--- config.mk ---
export PLATFORM = sky130hd
export DESIGN_NAME = cd_qualifier
export DESIGN_NICKNAME = d
export VERILOG_FILES = /design/src/rtl/cdq_pkg.sv /design/src/rtl/cdq_sync.sv /design/src/rtl/cdq_qual.sv /design/src/rtl/cdq_hold.sv /design/src/rtl/cd_qualifier.sv
export SDC_FILE = /design/constraint.sdc
export NUM_CORES = 1
export LEC_CHECK = 0
export ABC_AREA = 0
export CORE_MARGIN = 2
export CORE_UTILIZATION = 59
export CTS_BUF_LIST = sky130_fd_sc_hd__clkbuf_8
export DETAILED_ROUTE_END_ITERATION = 8
export DONT_BUFFER_PORTS = 1
export HOLD_SLACK_MARGIN = 0.03
export MAX_ROUTING_LAYER = met4
export PLACE_DENSITY = 0.82
export SETUP_SLACK_MARGIN = 0.15
export SLEW_MARGIN = 0
export SYNTH_ARGS = -nofsm -noshare
export SYNTH_HDL_FRONTEND = slang
export SYNTH_HIERARCHICAL = 1
export SYNTH_SLANG_ARGS = --single-unit
--- constraint.sdc ---
create_clock -name clk -period 2.7 [get_ports clk]
set_clock_uncertainty 0.2 [all_clocks]
set_input_delay 0.27 -clock clk [delete_from_list [all_inputs] [get_ports clk]]
set_output_delay 0.27 -clock clk [all_outputs]
set_load 0.05 [all_outputs]
--- src/rtl/cdq_pkg.sv ---
// Shared types for the carrier detect qualifier.
package cdq_pkg;

    // Decision state: no carrier yet, or carrier declared.
    typedef enum logic {
        CDQ_IDLE    = 1'b0,
        CDQ_CARRIER = 1'b1
    } cdq_state_t;

endpackage

--- src/rtl/cdq_sync.sv ---
// Multi-flop synchroniser for the activity flag.
// Assumes: STAGES >= 2; clr empties the chain so stale activity from
// before a power-down cannot leak into a fresh qualification.
module cdq_sync #(
    parameter int STAGES = 2
) (
    input  logic clk,
    input  logic rst_n,
    input  logic clr,
    input  logic d,
    output logic q
);
    logic [STAGES-1:0] chain;

    generate
        for (genvar g = 0; g < STAGES; g++) begin : g_stage
            // Purpose: one flop of the chain, cleared by reset or clr.
            always_ff @(posedge clk) begin
                if (!rst_n || clr) chain[g] <= 1'b0;
                else if (g == 0)   chain[g] <= d;
                else               chain[g] <= chain[(g == 0) ? 0 : g-1];
            end
        end
    endgenerate

    assign q = chain[STAGES-1];
endmodule

--- src/rtl/cdq_qual.sv ---
// Qualification counter: counts consecutive active samples and flags
// the sample that completes QUAL_CYCLES of them.
// Assumes: clr is held while a carrier is declared or in power-down.
module cdq_qual #(
    parameter int QUAL_CYCLES = 28636
) (
    input  logic clk,
    input  logic rst_n,
    input  logic clr,
    input  logic act,
    output logic done
);
    localparam int QW = $clog2(QUAL_CYCLES + 1);
    localparam logic [QW-1:0] LAST = QW'(QUAL_CYCLES - 1);

    logic [QW-1:0] cnt;

    // Purpose: completion when the last needed sample is active.
    assign done = !clr && act && (cnt == LAST);

    // Purpose: advance on activity, restart on a gap or on completion.
    always_ff @(posedge clk) begin
        if (!rst_n || clr)  cnt <= '0;
        else if (!act)      cnt <= '0;
        else if (done)      cnt <= '0;
        else                cnt <= cnt + 1'b1;
    end


    qual_range_chk: assert property (@(posedge clk) disable iff (!rst_n)
        cnt <= LAST);


    qual_gap_restart_chk: assert property (@(posedge clk) disable iff (!rst_n)
        (!act && !clr) |=> (cnt == '0));
endmodule

--- src/rtl/cdq_hold.sv ---
// Hold-off timer: loaded on carrier entry, reloaded by every active
// sample while running, and expiring on the HOLD_CYCLES-th quiet sample.
// Assumes: run is high only after a load.
module cdq_hold #(
    parameter int HOLD_CYCLES = 35795
) (
    input  logic clk,
    input  logic rst_n,
    input  logic clr,
    input  logic load,
    input  logic run,
    input  logic act,
    output logic expire
);
    localparam int HW = $clog2(HOLD_CYCLES + 1);
    localparam logic [HW-1:0] FULL = HW'(HOLD_CYCLES);

    logic [HW-1:0] cnt;

    // Purpose: expiry on a quiet sample with one count left.
    assign expire = run && !act && (cnt == HW'(1));

    // Purpose: reload on entry or activity, count down on quiet samples.
    always_ff @(posedge clk) begin
        if (!rst_n || clr)               cnt <= '0;
        else if (load || (run && act))   cnt <= FULL;
        else if (run && cnt != '0)       cnt <= cnt - 1'b1;
    end


    hold_live_chk: assert property (@(posedge clk) disable iff (!rst_n)
        (run && !clr) |-> (cnt != '0));
endmodule

--- src/rtl/cd_qualifier.sv ---
// Carrier detect qualifier. Synchronises the activity flag, declares a
// carrier after an unbroken qualification run, holds it through dropouts
// shorter than the hold-off, and releases after a full quiet hold-off.
// Assumes: pwdn is synchronous to clk; act_in may be asynchronous.
module cd_qualifier #(
    parameter int QUAL_CYCLES = 28636,
    parameter int HOLD_CYCLES = 35795,
    parameter int SYNC_STAGES = 2
) (
    input  logic clk,
    input  logic rst_n,
    input  logic act_in,
    input  logic pwdn,
    output logic cd_n,
    output logic rx_gate
);
    import cdq_pkg::*;

    cdq_state_t state_q, state_d;
    logic act_s, qual_done, hold_expire, carrier;

    assign carrier = (state_q == CDQ_CARRIER);

    cdq_sync #(.STAGES(SYNC_STAGES)) u_sync (
        .clk(clk), .rst_n(rst_n), .clr(pwdn), .d(act_in), .q(act_s)
    );

    cdq_qual #(.QUAL_CYCLES(QUAL_CYCLES)) u_qual (
        .clk(clk), .rst_n(rst_n), .clr(pwdn || carrier),
        .act(act_s), .done(qual_done)
    );

    cdq_hold #(.HOLD_CYCLES(HOLD_CYCLES)) u_hold (
        .clk(clk), .rst_n(rst_n), .clr(pwdn), .load(qual_done),
        .run(carrier), .act(act_s), .expire(hold_expire)
    );

    // Purpose: next decision from qualification, expiry and power-down.
    always_comb begin
        state_d = state_q;
        if (pwdn)                                    state_d = CDQ_IDLE;
        else if (state_q == CDQ_IDLE && qual_done)   state_d = CDQ_CARRIER;
        else if (carrier && hold_expire)             state_d = CDQ_IDLE;
    end

    // Purpose: decision register.
    always_ff @(posedge clk) begin
        if (!rst_n) state_q <= CDQ_IDLE;
        else        state_q <= state_d;
    end

    assign cd_n    = !carrier;
    assign rx_gate = carrier;


    pwdn_idle_chk: assert property (@(posedge clk) disable iff (!rst_n)
        pwdn |=> (cd_n && !rx_gate));


    assert_needs_act_chk: assert property (@(posedge clk) disable iff (!rst_n)
        $fell(cd_n) |-> ($past(act_s) && !$past(pwdn)));


    hold_ride_chk: assert property (@(posedge clk) disable iff (!rst_n)
        (!cd_n && act_s && !pwdn) |=> !cd_n);


    release_on_quiet_chk: assert property (@(posedge clk) disable iff (!rst_n)
        $rose(cd_n) |-> ($past(pwdn) || !$past(act_s)));


    wake_idle_chk: assert property (@(posedge clk) disable iff (!rst_n)
        $fell(pwdn) |=> cd_n);
endmodule

### After elaboration in Yosys (flattened, before gate mapping)

Index checks and enable logic that the tools add are counted.

* output and inout bits: 2
* input port bits: 4
* bits in registers: 34
* word-level logic and storage cells: 39

* add/subtract/negate cells: 2
* mux-type cells: 4
* bitwise logic cells: 3
* reductions and logical operators: 22
* equal/unequal tests: 2

Operator list (count)
* 16-bit two-way mux: 2
* 16-bit by 1-bit equality test with 1-bit output (second input constant): 1
* 16-bit nonzero test: 1
* 16-bit by 1-bit subtractor with 16-bit output (second input constant): 1
* 15-bit by 1-bit adder with 15-bit output (second input constant): 1
* 15-bit equality test (second input constant): 1
* 1-bit logical AND: 8
* 1-bit zero test: 4
* 1-bit logical OR: 4
* 2-bit nonzero test: 2
* 2-bit OR reduction: 2
* 1-bit NOT: 3
* 3-bit OR reduction: 1
* 1-bit two-way mux: 2

### Logic depth before layout (Yosys ltp)

* word-level depth: 6
* mapped depth: 8
* mapped depth without buffers: 8

### Cells and area by module

The synthesis kept the hierarchy.

By module, submodules not included
* cdq_hold: cells an instance 106, area each 909.6 µm², instances 1
* cdq_qual: cells an instance 74, area each 671.9 µm², instances 1
* cdq_sync: cells an instance 4, area each 57.6 µm², instances 1
* cd_qualifier: cells an instance 6, area each 52.6 µm², instances 1

### Worst setup path after synthesis

OpenSTA, ideal clock, no wires.

* path kind: reg-to-reg
* start point: register u_qual.cnt[12]
* end point: register u_hold.cnt[10]
* path buffers: 0
* arrival time: 2.271 ns
* stages on the path, launching flop included: 8
* path slack: 0.108 ns
* cells stage by stage: dfxtp_1 > or3_1 > or4_4 > nor3b_1 > a21oi_1 > nand3_1 > nor2_1 > mux2_2

* word-level cells in the longest chain between the ends: 4

RTL lines
* start: declaration: line cdq_qual.sv:16 `logic [QW-1:0] cnt;`
* start signal: assignment: line cdq_qual.sv:26 `else cnt <= cnt + 1'b1;`
* 15-bit equality test: line cdq_qual.sv:19 `assign done = !clr && act && (cnt == LAST);`
* 1-bit logical AND: line cdq_qual.sv:19
* named net qual_done: line cd_qualifier.sv:20 `logic act_s, qual_done, hold_expire, carrier;`
* 1-bit logical OR: line cdq_hold.sv:26 `else if (load || (run && act)) cnt <= FULL;`
* 2-bit OR reduction (no source line)
* end signal: assignment: line cdq_hold.sv:27 `else if (run && cnt != '0) cnt <= cnt - 1'b1;`
* end: declaration: line cdq_hold.sv:18 `logic [HW-1:0] cnt;`

The timed path passes the listed nets, and every way through them passes these cells.
A chain may end at the register's enable or synchronous reset.

### Final worst setup path

* start point: register u_hold.cnt[2]
* end point: register u_hold.cnt[13]

* word-level cells in the longest chain between the ends: 2

RTL lines
* parallel branches: the longest is 2 deep, another holds 16-bit by 1-bit subtractor with 16-bit output

Parallel ways; which one is timed is not known.

==> reports/summary.txt <==
Area growth syn-to-layout - 11.3%
Port Buffer Count - 0
actual slew at the worst max-slew pin - 0.476 ns
Routed wire per std cell - 15.2 µm
cell chosen for the clock root - clkbuf_8
total congestion overflow - 0
WS Path Type - reg2reg
IO Count - 6
CP max stage cell - or4_4
first-pass GRT wire length - 5820 µm
Setup Viol. Count Final - 0
startpoint types - flip-flop
Num CTS Buffers - 5
Netlist Area Pre-Place - 1690 µm²
Initial Util - 61.9%
CP bufs+invs - 0
Net Switching - 0.196 mW
clock sink total - 34
clk buf depth - 2
Max-slew headroom - 68.0%
vias in the first global route - 1,396
drt drc - 0
CP most frequent cell - or4_4
Syn Inst Count - 190
Max stage delay on crit path - 0.59 ns
Logic pwr share - 1.6%
DRT iter0 DRCs - 69
multiplexer area fraction after synthesis - 0.666%
VDD IR-drop max - 0.570 mV
CP Cell Sequence - or4_4 -> or4_4 -> or4b_1 -> a21oi_1
Compound-Gate Fraction of Synth Area - 13.2%
Hold Violations, Final - 0
die area - 3310 µm²
die height - 57.5 µm
Tcrit/Tclk final - 91.5%
synth warn - 6
routed vias/inst - 6.41
PwrDens - 483 nW/µm²
tightest hold margin - 0.0514 ns
CTS tree - yes
unrepaired setup endpoints after global routing - no
syn nets - 198
mean post-synth cell area - 8.90 µm²
Synth Area in XOR/XNOR - 6.73%
layout cells sized above 1 - 15.3%
Pleak - 0.622 nW
Max-Cap Viols - 0
Data required, critical path - 2.72 ns
register area share after synthesis - 40.2%
core area - 2730 µm²
Synth Area in Adders - 2.96%
Net Sw Frac - 21.5%
CP arrival - 2.49 ns
postcts setup bufs - 0
GPL Wtd Cong - 0.967
Detailed Route WL - 3540 µm
DP Wirelength - 2380 µm
gr usage total - 24.0%
filler cell count - 217
H-tree depth - 2
multi-input logic area - 956 µm²
worst-skew pair later-pin latency - 0.29 ns
status - finished, final reports clean
cell family with the largest share of critical-path delay - simple AND/OR/NAND/NOR gates
setup TNS - 0 ns
post-synthesis simple-gate area fraction - 32.2%
via count - 1,493
CTS clock-pin slew for the worst setup and hold paths - 0.07 ns
Register Area - 681 µm²
hold crit path type - in2reg
DRT Pass-1 Iters - 4
Achievable Freq - 0.405 GHz
min cycle time layout - 2.47 ns
Std-Cell Rows - 19
largest net degree at the start of global routing - 16
synthesis-stage register bit count - 34
Post-DRT Antenna Nets - 0
internal power - 0.713 mW
antenna cells - 0
Synth cell types - 39
nets@finish - 209
antenna violations before repair - 0
Sequential Power Share - 55.3%
CP Capture Type - flip-flop
Slew Viols, Final - 0
Clock power frac - 43.1%
largest family of logic cells by synthesized area - simple AND/OR/NAND/NOR gates
critical path peak fanout - 10
die width - 57.5 µm
==> sequential cells by signal, summed over array words and instances (netlist names) <==
| register | cells |
|---|---|
| rx_gate | 1 |
| u_hold/cnt | 16 |
| u_qual/cnt | 15 |
| u_sync/chain | 1 |
| u_sync/q | 1 |
==> final timing paths <==
check	start	endpoint	slack, ns	depth (start not counted)
setup / recovery	u_hold/cnt[2]	u_hold/cnt[13]	0.23	4
hold / removal	rst_n	u_qual/cnt[6]	0.05	2
setup reg to reg	u_hold/cnt[2]	u_hold/cnt[13]	0.23	4
hold reg to reg	u_qual/cnt[0]	u_qual/cnt[0]	0.26	1
==> metal layers <==
layer | up-vias | global-route usage [%] | wire length, µm
met5 | - | - | 0
met3 | 4 | 8.16 | 162
met1 | 735 | 25.7 | 1490
li1 | 725 | - | -
met4 | 0 | 11.0 | 44
met2 | 29 | 39.9 | 1850
==> cells by family after synthesis <==
logic type                 after synthesis
adders and majority gates                4
DFF                                     34
and+or+nand+nor                         91
buffers and inverters                   15
AOI/OAI and AO/OA                       32
xor gates and xnor gates                13
muxes                                    1
==> synthesized netlist by cell type <==
library cell	instances	area, µm²
dfxtp_1	34	681
nor2_1	25	93.8
xnor2_1	11	96.3
inv_1	10	37.5
nor3_1	9	45.0
or4_1	9	67.6
nand2_1	8	30.0
a21oi_1	7	35.0
a31oi_1	7	43.8
nand3_1	7	35.0
or3_1	7	43.8
o31ai_1	6	45.0
ha_1	4	50.1
nor4_1	4	25.0
o41ai_1	4	35.0
clkbuf_1	3	11.3
o21ai_0	3	15.0
or2_2	3	18.8
or4b_2	3	30.0
and3b_1	2	17.5
nand2b_1	2	12.5
nand4_1	2	12.5
nor3b_1	2	15.0
or4_4	2	22.5
xor2_1	2	17.5
a2111oi_2	1	15.0
a21o_1	1	7.51
a311oi_1	1	8.76
buf_2	1	5.00
buf_8	1	15.0
mux2_2	1	11.3
nand3b_1	1	7.51
nand4_2	1	12.5
nand4b_4	1	23.8
nor4_2	1	12.5
o21a_1	1	7.51
o311a_1	1	10.0
or3b_2	1	8.76
or4b_1	1	10.0
==> power by group through the flow <==
stage                     combinational (mW)  clock (mW)  sequential (mW)
after global routing                  0.0159       0.418            0.503
after floorplan                      0.00775           0            0.514
after detailed placement             0.00944           0            0.514
after CTS                             0.0144       0.401            0.503
final                                 0.0149       0.392            0.503
after global placement               0.00893           0            0.514
==> layout make-up <==
type | instances | area share [%]
Clock buffer | 6 | 4.39
Clock inverter | 2 | 0.664
Inverter | 10 | 1.99
Multi-Input combinational cell | 141 | 50.8
Sequential cell | 34 | 36.1
Tap cell | 31 | 2.06
Timing Repair Buffer | 9 | 3.99
==> repair_timing <==
action	in CTS	in global routing
setup endpoints to repair	3	1
endpoints found under the hold margin	10	0
hold buffers	3	0
resized for setup	1	1
==> layout by cell type, fill, tap and decap left out, types with 2 or more instances in the layout <==
cell	synthesis	routed
dfxtp_1	34	34
nor2_1	25	25
xnor2_1	11	11
inv_1	10	10
nor3_1	9	9
or4_1	9	8
nand2_1	8	8
or3_1	7	7
a21oi_1	7	7
a31oi_1	7	7
clkbuf_8	0	6
buf_4	0	6
nand3_1	7	6
o31ai_1	6	6
nor4_1	4	4
o41ai_1	4	4
ha_1	4	4
or2_2	3	3
dlygate4sd3_1	0	3
or4_4	2	3
or4b_2	3	3
o21ai_0	3	3
nand2b_1	2	2
nand4_1	2	2
xor2_1	2	2
and3b_1	2	2
==> through the flow <==
step           utilization (%)  instance area, µm²  total power [mW]  std cells  worst slack [ns]
5_1_grt                   68.9                1880             0.937        233             0.150
4_1_cts                   68.7                1880             0.918        233             0.187
3_3_place_gp              64.0                1750             0.523        222             0.201
6_report                  68.9                1880             0.909        233             0.230
2_1_floorplan                -                1700             0.522        190             0.172
3_5_place_dp              64.0                1750             0.524        222             0.140
Note: power is estimated with default switching activity, not from simulation.
